[config.mk]
export PLATFORM = sky130hd
export DESIGN_NAME = srambus_top
export DESIGN_NICKNAME = d
export VERILOG_FILES = /design/src/rtl/srambus_pkg.sv /design/src/rtl/srambus_fsm.sv /design/src/rtl/srambus_datapath.sv /design/src/rtl/srambus_top.sv
export SDC_FILE = /design/constraint.sdc
export NUM_CORES = 1
export LEC_CHECK = 0
export CORE_UTILIZATION = 45
export DETAILED_ROUTE_END_ITERATION = 8
export HOLD_SLACK_MARGIN = 0.05
export PLACE_DENSITY = 0.95
export SLEW_MARGIN = 25
export SYNTH_ARGS = -nofsm -noshare
export SYNTH_HDL_FRONTEND = slang
export SYNTH_HIERARCHICAL = 1
export SYNTH_SLANG_ARGS = --single-unit
[constraint.sdc]
create_clock -name clk -period 2.75 [get_ports clk]
set_input_delay 0.4125 -clock clk [delete_from_list [all_inputs] [get_ports clk]]
set_output_delay 0.4125 -clock clk [all_outputs]
set_load 0.01 [all_outputs]
[src/rtl/srambus_pkg.sv]
package srambus_pkg;

  typedef enum logic [2:0] {
    ST_IDLE,
    ST_READ,
    ST_WSETUP,
    ST_WPULSE,
    ST_WHOLD,
    ST_FINISH
  } state_t;

  // strobes from control to datapath
  typedef struct packed {
    logic load;
    logic chip;
    logic wrStrobe;
    logic rdStrobe;
    logic drive;
    logic capture;
  } strobe_t;

endpackage

[src/rtl/srambus_fsm.sv]
module srambus_fsm
  import srambus_pkg::*;
#(
  parameter int RD_WAIT  = 4,
  parameter int WR_PULSE = 4
) (
  input  logic    clk,
  input  logic    rstN,
  input  logic    reqValid,
  input  logic    reqWrite,
  input  logic [1:0] reqMask,
  output strobe_t stb,
  output logic    respDone
);

  localparam int MAXW = (RD_WAIT > WR_PULSE) ? RD_WAIT : WR_PULSE;
  localparam int CW = (MAXW > 1) ? $clog2(MAXW) : 1;
  localparam logic [CW-1:0] RD_LAST = CW'(RD_WAIT - 1);
  localparam logic [CW-1:0] WR_LAST = CW'(WR_PULSE - 1);

  state_t state, stateNext;
  logic [CW-1:0] cnt;
  logic accept;

  assign accept = (state == ST_IDLE) && reqValid;

  always_comb begin
    stateNext = state;
    unique case (state)
      ST_IDLE:   if (reqValid) begin
                   if (reqMask == 2'b00) stateNext = ST_FINISH;
                   else if (reqWrite)    stateNext = ST_WSETUP;
                   else                  stateNext = ST_READ;
                 end
      ST_READ:   if (cnt == RD_LAST) stateNext = ST_FINISH;
      ST_WSETUP: stateNext = ST_WPULSE;
      ST_WPULSE: if (cnt == WR_LAST) stateNext = ST_WHOLD;
      ST_WHOLD:  stateNext = ST_FINISH;
      ST_FINISH: stateNext = ST_IDLE;
      default:   stateNext = ST_IDLE;
    endcase
  end

  always_ff @(posedge clk or negedge rstN) begin
    if (!rstN) begin
      state <= ST_IDLE;
      cnt   <= '0;
    end else begin
      state <= stateNext;
      if (state != stateNext) cnt <= '0;
      else if (state == ST_READ || state == ST_WPULSE) cnt <= cnt + 1'b1;
    end
  end

  always_comb begin
    stb          = '0;
    stb.load     = accept;
    stb.chip     = (state == ST_READ) || (state == ST_WSETUP) ||
                   (state == ST_WPULSE) || (state == ST_WHOLD);
    stb.wrStrobe = (state == ST_WPULSE);
    stb.rdStrobe = (state == ST_READ);
    stb.drive    = (state == ST_WPULSE) || (state == ST_WHOLD);
    stb.capture  = (state == ST_READ) && (cnt == RD_LAST);
  end

  assign respDone = (state == ST_FINISH);

  AST_DONE_SINGLE: assert property (@(posedge clk) disable iff (!rstN)
    respDone |=> !respDone);
  AST_EMPTY_MASK_FAST: assert property (@(posedge clk) disable iff (!rstN)
    (accept && reqMask == 2'b00) |=> respDone);
  AST_BUSY_IGNORES: assert property (@(posedge clk) disable iff (!rstN)
    (state != ST_IDLE) |=> !stb.load || $past(state) == ST_FINISH);

endmodule

[src/rtl/srambus_datapath.sv]
module srambus_datapath
  import srambus_pkg::*;
#(
  parameter int AW = 16,
  parameter int DW = 16
) (
  input  logic          clk,
  input  logic          rstN,
  input  strobe_t       stb,
  input  logic [AW-1:0] reqAddr,
  input  logic [DW-1:0] reqWdata,
  input  logic [1:0]    reqMask,
  input  logic [DW-1:0] memDataIn,
  output logic [DW-1:0] respData,
  output logic          memCeN,
  output logic          memWeN,
  output logic          memOeN,
  output logic          memLbN,
  output logic          memUbN,
  output logic [AW-1:0] memAddr,
  output logic [DW-1:0] memDataOut,
  output logic          memDataOe
);

  localparam int HALF = DW / 2;

  logic [AW-1:0] addrReg;
  logic [DW-1:0] wdataReg;
  logic [1:0]    maskReg;
  logic [DW-1:0] laneKeep;

  always_ff @(posedge clk or negedge rstN) begin
    if (!rstN) begin
      addrReg  <= '0;
      wdataReg <= '0;
      maskReg  <= '0;
    end else if (stb.load) begin
      addrReg  <= reqAddr;
      wdataReg <= reqWdata;
      maskReg  <= reqMask;
    end
  end

  assign laneKeep = {{HALF{maskReg[1]}}, {HALF{maskReg[0]}}};

  always_ff @(posedge clk or negedge rstN) begin
    if (!rstN)            respData <= '0;
    else if (stb.capture) respData <= memDataIn & laneKeep;
  end

  assign memCeN     = !stb.chip;
  assign memWeN     = !stb.wrStrobe;
  assign memOeN     = !stb.rdStrobe;
  assign memLbN     = !(stb.chip && maskReg[0]);
  assign memUbN     = !(stb.chip && maskReg[1]);
  assign memAddr    = addrReg;
  assign memDataOut = wdataReg;
  assign memDataOe  = stb.drive;

  AST_NO_CONTENTION: assert property (@(posedge clk) disable iff (!rstN)
    memDataOe |-> !(!memCeN && memWeN && !memOeN));
  AST_TURNAROUND: assert property (@(posedge clk) disable iff (!rstN)
    !memOeN |=> !memDataOe);
  AST_WE_WITH_CE: assert property (@(posedge clk) disable iff (!rstN)
    !memWeN |-> (!memCeN && memOeN));
  AST_DRIVE_AT_WE_RISE: assert property (@(posedge clk) disable iff (!rstN)
    $rose(memWeN) |-> (memDataOe && !memCeN));
  AST_READ_NO_DRIVE: assert property (@(posedge clk) disable iff (!rstN)
    !memOeN |-> (memWeN && !memDataOe));

endmodule

[src/rtl/srambus_top.sv]
module srambus_top
  import srambus_pkg::*;
#(
  parameter int RD_WAIT  = 4,
  parameter int WR_PULSE = 4
) (
  input  logic        clk,
  input  logic        rstN,
  input  logic        reqValid,
  input  logic        reqWrite,
  input  logic [15:0] reqAddr,
  input  logic [15:0] reqWdata,
  input  logic [1:0]  reqMask,
  output logic [15:0] respData,
  output logic        respDone,
  output logic        memCeN,
  output logic        memWeN,
  output logic        memOeN,
  output logic        memLbN,
  output logic        memUbN,
  output logic [15:0] memAddr,
  output logic [15:0] memDataOut,
  output logic        memDataOe,
  input  logic [15:0] memDataIn
);

  strobe_t stb;

  srambus_fsm #(.RD_WAIT(RD_WAIT), .WR_PULSE(WR_PULSE)) u_fsm (
    .clk(clk), .rstN(rstN), .reqValid(reqValid), .reqWrite(reqWrite),
    .reqMask(reqMask), .stb(stb), .respDone(respDone)
  );

  srambus_datapath #(.AW(16), .DW(16)) u_dp (
    .clk(clk), .rstN(rstN), .stb(stb), .reqAddr(reqAddr),
    .reqWdata(reqWdata), .reqMask(reqMask), .memDataIn(memDataIn),
    .respData(respData), .memCeN(memCeN), .memWeN(memWeN),
    .memOeN(memOeN), .memLbN(memLbN), .memUbN(memUbN),
    .memAddr(memAddr), .memDataOut(memDataOut), .memDataOe(memDataOe)
  );

  AST_IDLE_STANDBY: assert property (@(posedge clk) disable iff (!rstN)
    respDone |-> (memCeN && memWeN && memOeN && !memDataOe));

endmodule

# --- Yosys cells after proc, flatten, opt, wreduce, memory -nomap -nowiden ---
# Index checks and enable logic that the tools add are counted.
totals:
  regBits: 55
  in_bits: 54
op_classes:
  mux: 8
  add_sub_neg: 1
  reduce_logical: 17
  n_eq_ne: 7
  bitwise: 1
ops:
  columns: ["cell", "count"]
  rows:
  - ["$and A16 B16 Y16", 1]
  - ["$pmux W3 S5", 1]
  - ["$mux W3", 4]
  - ["$eq A3 B2 Y1 const B", 2]
  - ["$eq A3 B3 Y1 const B", 2]
  - ["$mux W2", 3]
  - ["$logic_not A1 Y1", 5]
  - ["$logic_or A1 B1 Y1", 5]
  - ["$logic_and A1 B1 Y1", 4]
  - ["$eq A3 B1 Y1 const B", 1]
  - ["$logic_not A3 Y1", 1]
  - ["$ne A3 B3 Y1", 1]
  - ["$add A2 B1 Y2 const B", 1]
  - ["$eq A2 B2 Y1 const B", 1]
  - ["$logic_not A2 Y1", 1]
  - ["$reduce_bool A2 Y1", 1]

# --- Logic depth before layout (Yosys ltp) ---
# Gate-level depths: netlist (run 1).
logic_depth:
  ltp_word: 6
  mapped_depth: 8
  depth_no_buf: 4

# --- By module ---
# The synthesis (run 1) kept the hierarchy.
modules_own_cells:
  columns: ["module", "area_per_inst_um2", "instances", "cells_each"]
  rows:
  - ["srambus_datapath", 2085.8, 1, 147]
  - ["srambus_fsm", 342.8, 1, 38]

# --- Worst setup path after synthesis (run 1) ---
# OpenSTA, ideal clock, no wires.
synth_timing:
  path_kind: "register -> register"
  start: "reg u_fsm.state[0]"
  end: "reg u_dp.maskReg[0]"
  slack_ns: 1.184
  stages_incl_launch_ff: 9
  arrival_ns: 1.441
  path_buffers: 4
  required_time_ns: 2.625
  cell_sequence: "dfrtp_1 buf_6 nor3_2 nand2_1 inv_2 buf_4 buf_6 buf_12 mux2_4"
synth_via:
  elab_chain_len: 2
synth_lines:
  columns: ["element", "line", "rtl"]
  rows:
  - ["from (decl)", "srambus_fsm.sv:21", "state_t state, stateNext;"]
  - ["from (signal assigned)", "srambus_fsm.sv:49", "state <= stateNext;"]
  - ["$logic_not A3 Y1", "srambus_fsm.sv:25", "assign accept = (state == ST_IDLE) && reqValid;"]
  - ["$logic_and A1 B1 Y1", "srambus_fsm.sv:25", null]
  - ["named net u_fsm.accept", "srambus_fsm.sv:23", "logic accept;"]
  - ["to (signal assigned)", "srambus_datapath.sv:40", "maskReg <= reqMask;"]
  - ["to (decl)", "srambus_datapath.sv:29", "logic [1:0] maskReg;"]
# The timed path passes the listed nets, and every way through them passes these cells.
# A chain may end at the register's enable or synchronous reset.

==> results of run 1 <==
## placed cells by master, fill, tap and decap left out, types with 2 or more instances in the layout
cell type,instances
a21oi_1,2
and2_1,2
buf_4,3
clkbuf_8,5
clkdlybuf4s50_1,107
dfrtp_1,55
inv_1,20
mux2_2,4
mux2_4,30
nand2_1,6
nand3_1,16
nand3b_1,2
nor2_1,3
o21ai_0,18
## metrics by stage
stage	power, mW	setup slack, ps	cells	hold WS [ps]	utilization (%)
5_1_grt	4.33	378	361	139	70.3
2_1_floorplan	2.57	1180	185	117	-
3_5_place_dp	3.59	851	354	452	68.3
6_report	4.07	506	361	121	70.3
4_1_cts	4.11	503	361	126	70.3
3_3_place_gp	3.50	896	354	446	68.3
## cells by family after synthesis
logic type / count (synthesis) / share of synthesized area (%)
xor+xnor: 1 / 0.361
simple gates: 35 / 7.88
mux: 34 / 20.4
fa+ha+maj: 1 / 0.515
flops: 55 / 56.7
buf+inv: 34 / 8.45
compound gates: 25 / 5.72
## where the power goes
group	internal (mW)	switching (mW)	total [mW]
clock network	0.267	0.234	0.501
registers	1.21	0.284	1.49
logic	1.31	0.765	2.08
## registers in the layout, indices dropped and copies added (netlist names)
signal and cells:
u_dp/memDataOut 16, u_dp/memAddr 16, u_dp/maskReg 2, u_fsm/state 3, u_fsm/cnt 2, u_dp/respData 16
## worst max-delay path by stage
stage,to,cells after the start
final,memUbN,4
after global routing,memLbN,4
after CTS,memUbN,4
after detailed placement,memUbN,4
after global placement,memLbN,4
after floorplan,u_dp/maskReg[0]$_DFFE_PN0P_,8
## layout make-up
| type | instances | area share (%) |
|---|---|---|
| multi-input combinational | 96 | 23.5 |
| inverter | 21 | 2.18 |
| timing repair buffer | 112 | 31.0 |
| clock inverter | 1 | 0.832 |
| sequential | 55 | 38.1 |
| tap | 70 | 2.43 |
| clock buffer | 6 | 2.01 |
## metal layers
layer  track usage, %  up-vias  part of all wire [%]  wire (um)
met5                0        -                     0          0
met4             4.53        0                  0.33         18
met3             5.16        2                   7.0        379
met2             35.7       69                    51       2780
met1             21.4      869                    41       2250
li1                 -      828                     -          -
==> out/metrics.csv, run 1 <==
metric;value;unit
period_needed;2240;ps
fillers;398;
die_w;75.5;um
period_share;81.6;%
area_delta_synth_final;48.7;%
rows;26;
path_max_fanout;9;
arrival;1830;ps
globalplace.congestion;0.797;
grt_max_degree;36;
hp-class;in -> async;
cts_sinks;55;
finalMaxSlewViolations;0;
synth_edf_count;0;
worstMarginPinSlew;391;ps
drive_gt1_share;17.2;%
netlist_top_cells_count;dfrtp_1, mux2_4, inv_1;
cp_slowest_cell;clkdlybuf4s50_1;
syn-num-nets;240;
postCtsHoldBufs;0;
netlist_area;2430;sq um
ys.flop_type;dfrtp_1;
rsz0062_at_grt;false;
grt_pass1_vias;1797;
finClkSkew;6.55;ps
slew_headroom;73.9;%
viasPerCell;4.90;
r2r-end;u_dp/memAddr[15]$_DFFE_PN0P_;
track_usage;19.0;%
synth_cell_types;30;
critPathBufInv;1;
path_cells;nor2_1 > xnor2_1 > nand2_1 > clkdlybuf4s50_1;
n_antenna_cell;0;
syn_area_per_cell;13.1;sq um
grt_pass1_wl;8110;um
seq_area;1380;sq um
multiInputGateArea;847;sq um
dieArea;5690;sq um
grt_overflow_total;0;
cts_tree;done;
io_pins;109;
firstDrtPassIters;4;
clock_tree.root_cell;clkbuf_8;
power.density;1130;nW/um^2
yosys-top-cells-area;dfrtp_1, mux2_4, o21ai_0;
htreeDepth;2;
synth-seq-area-share;56.7;%
leakagePower;1.59;nW
post_cts_buffers;0;
cts_resized;0;
syn_inst;185;
drt_iter0_drc;63;
clock_latency;290;ps
die_y;75.5;um
nNetsFinal;346;
setup_tns;0;ps
ys_ff_latch;55;
stdcell_area;3610;sq um
post_drt_wl_per_cell;15.0;um
synth_warnings;6;
r2r_slack;1130;ps
synthArstFlopShare;100;%
dr_total_vias;1768;
hold_viol_final;0;
synth_area_leader_cell;dfrtp_1;
critPathTopFamily;buffers and inverters;
crit_type;reg -> out;
maxCapViolations;0;
dp_hpwl;4090;um
rr_worst_depth;5;
startpoint;u_fsm/state[0]$_DFF_PN0_;
drtAntennaViolNets;0;
fmax;446;MHz
status;complete, no violations;
clk_pin_slew_worst_paths;90;ps
antenna_found_initial;0;
dpl_cell_area;3510;sq um
synth_top_area_share;56.7;%
cpPeakStageDelay;490;ps
drc_errors;0;
vdd_drop_max;593;uV
r2r_start;u_fsm/state[2]$_DFF_PN0_;
io_buffers;108;
cp.required;2340;ps
numCtsBuffers;5;
wl;5420;um
setup_violations;0;
core;5140;sq um
post-synth-top-count-cell;dfrtp_1;
end_kind;output port;
cts.path.max_buffers;2;
cp-start-kind;register;
start_util;47.2;%
(Power assumes the default switching activity.)
==> run 2, diff against run 1 <==
Settings changed: CORE_UTILIZATION 45 to 42, PLACE_DENSITY 0.95 to 0.9.
Clock period 2.75 ns to 2.1 ns, I/O delays scaled along.
==> out/metrics.csv, run 2 (same netlist as run 1, synthesis figures left out) <==
metric;value;unit
status;complete, no violations;
end_kind;output port;
clock_tree.root_cell;clkbuf_8;
arrival;1680;ps
hp-start;u_dp/memDataOut[15]$_DFFE_PN0P_;
firstDrtPassIters;4;
critPathTopFamily;buffers and inverters;
crit_type;reg -> out;
grt_pass1_wl;8730;um
vdd_drop_max;745;uV
drive_gt1_share;20.2;%
multiInputGateArea;855;sq um
preCtsSetupSlack;276;ps
r2r-end;u_dp/memDataOut[3]$_DFFE_PN0P_;
period_share;94.9;%
wl;5420;um
cts.path.max_buffers;2;
antenna_found_initial;0;
holdPathEnd;u_dp/memDataOut[15]$_DFFE_PN0P_;
met3RoutedLength;414;um
cts_tree;done;
clk_pin_slew_worst_paths;90;ps
r2r_start;u_fsm/state[0]$_DFF_PN0_;
cpPeakStageDelay;530;ps
layout_commonest_cell;clkdlybuf4s50_1;
htreeDepth;2;
viasPerCell;4.86;
worstMarginPinSlew;587;ps
numCtsBuffers;5;
nNetsFinal;351;
io_pins;109;
rows;27;
drtAntennaViolNets;0;
highest_layer;met4;
startpoint;u_fsm/state[0]$_DFF_PN0_;
cp-start-kind;register;
path_cells;nor2b_4 > and2_1 > inv_1 > clkdlybuf4s50_1;
r2r_slack;310;ps
cp_slowest_cell;clkdlybuf4s50_1;
wl_met2;2500;um
stdcell_count;369;
stdcell_area;3660;sq um
final_cell_mix;clkdlybuf4s50_1, dfrtp_1, mux2_4, inv_1, o21ai_0;
cp.required;1780;ps
rsz0062_at_grt;false;
globalplace.congestion;0.801;
io_buffers;108;
maxCapViolations;0;
start_util;43.8;%
dr_total_vias;1792;
cts_sinks;55;
n_antenna_cell;0;
whs;516;ps
post_drt_wl_per_cell;14.7;um
leakagePower;1.63;nW
area_delta_synth_final;50.7;%
finClkSkew;9.79;ps
placedCellCount;356;
rr_worst_depth;6;
finalMaxSlewViolations;0;
fillers;422;
hold_viol_final;0;
dp_hpwl;3860;um
core;5540;sq um
clock_latency;300;ps
period_needed;1990;ps
die_y;78.0;um
setup_violations;0;
die_w;78.0;um
setup_tns;0;ps
fin_ws;107;ps
slew_headroom;60.9;%
track_usage;18.2;%
power.density;1440;nW/um^2
dpl_cell_area;3520;sq um
hold_depth;1;
grt_overflow_total;0;
path_max_fanout;8;
drc_errors;0;
grt_max_degree;33;
drt_iter0_drc;69;
dieArea;6090;sq um
critPathBufInv;2;
hp-class;reg -> reg;
seq_area;1380;sq um
fmax;502;MHz
wl_met1;2480;um
grt_pass1_vias;1861;
run 2: per-layer routing:
metal	vias to the layer above	GRT usage, %
li1	833	-
met1	880	24.5
met2	77	29.1
met3	2	5.58
met4	0	4.07
met5	-	0
run 2: where the power goes:
| group | leakage (nW) | internal (mW) | switching [mW] | total [mW] |
|---|---|---|---|---|
| clock | 0.0477 | 0.229 | 0.322 | 0.551 |
| combinational | 0.911 | 1.76 | 0.996 | 2.75 |
| sequential | 0.670 | 1.59 | 0.389 | 1.97 |
| total | 1.63 | 3.57 | 1.71 | 5.28 |
run 2: worst max path at each step:
stage	endpoint	cells past startpoint
6_report	memWeN	4
5_1_grt	memUbN	4
4_1_cts	memDataOe	4
3_5_place_dp	memLbN	4
3_3_place_gp	memLbN	4
2_1_floorplan	u_dp/maskReg[0]$_DFFE_PN0P_	8
run 2: worst reg2reg max path, delay by kind of cell (launching register included):
| family | cells | cell delay, ps |
|---|---|---|
| DFF | 1 | 480 |
| buffers and inverters | 3 | 570 |
| muxes | 1 | 340 |
| and+or+nand+nor | 2 | 300 |
run 2: through the flow:
stage          utilization (%)  total power, mW
2_1_floorplan                -             3.36
3_3_place_gp              63.6             4.59
3_5_place_dp              63.6             4.69
4_1_cts                   65.4             5.27
5_1_grt                   66.1             5.62
6_report                  66.1             5.28
run 2: timing repair:
| item | 4_1_cts | 5_1_grt |
|---|---|---|
| endpoints found under the setup margin | 4 | 6 |
| setup buffers | 0 | 4 |
| pin swaps | 0 | 0 |
| hold buffers | 1 | 0 |
| hold endpoints to repair | 25 | 0 |
| resized for setup | 2 | 5 |
run 2: area by class of cell:
class	instances	area share, %
inverter	21	2.15
multi-input combinational	96	23.3
clock buffer	5	1.88
timing repair buffer	117	32.1
sequential	55	37.7
clock inverter	3	0.410
tap	72	2.46
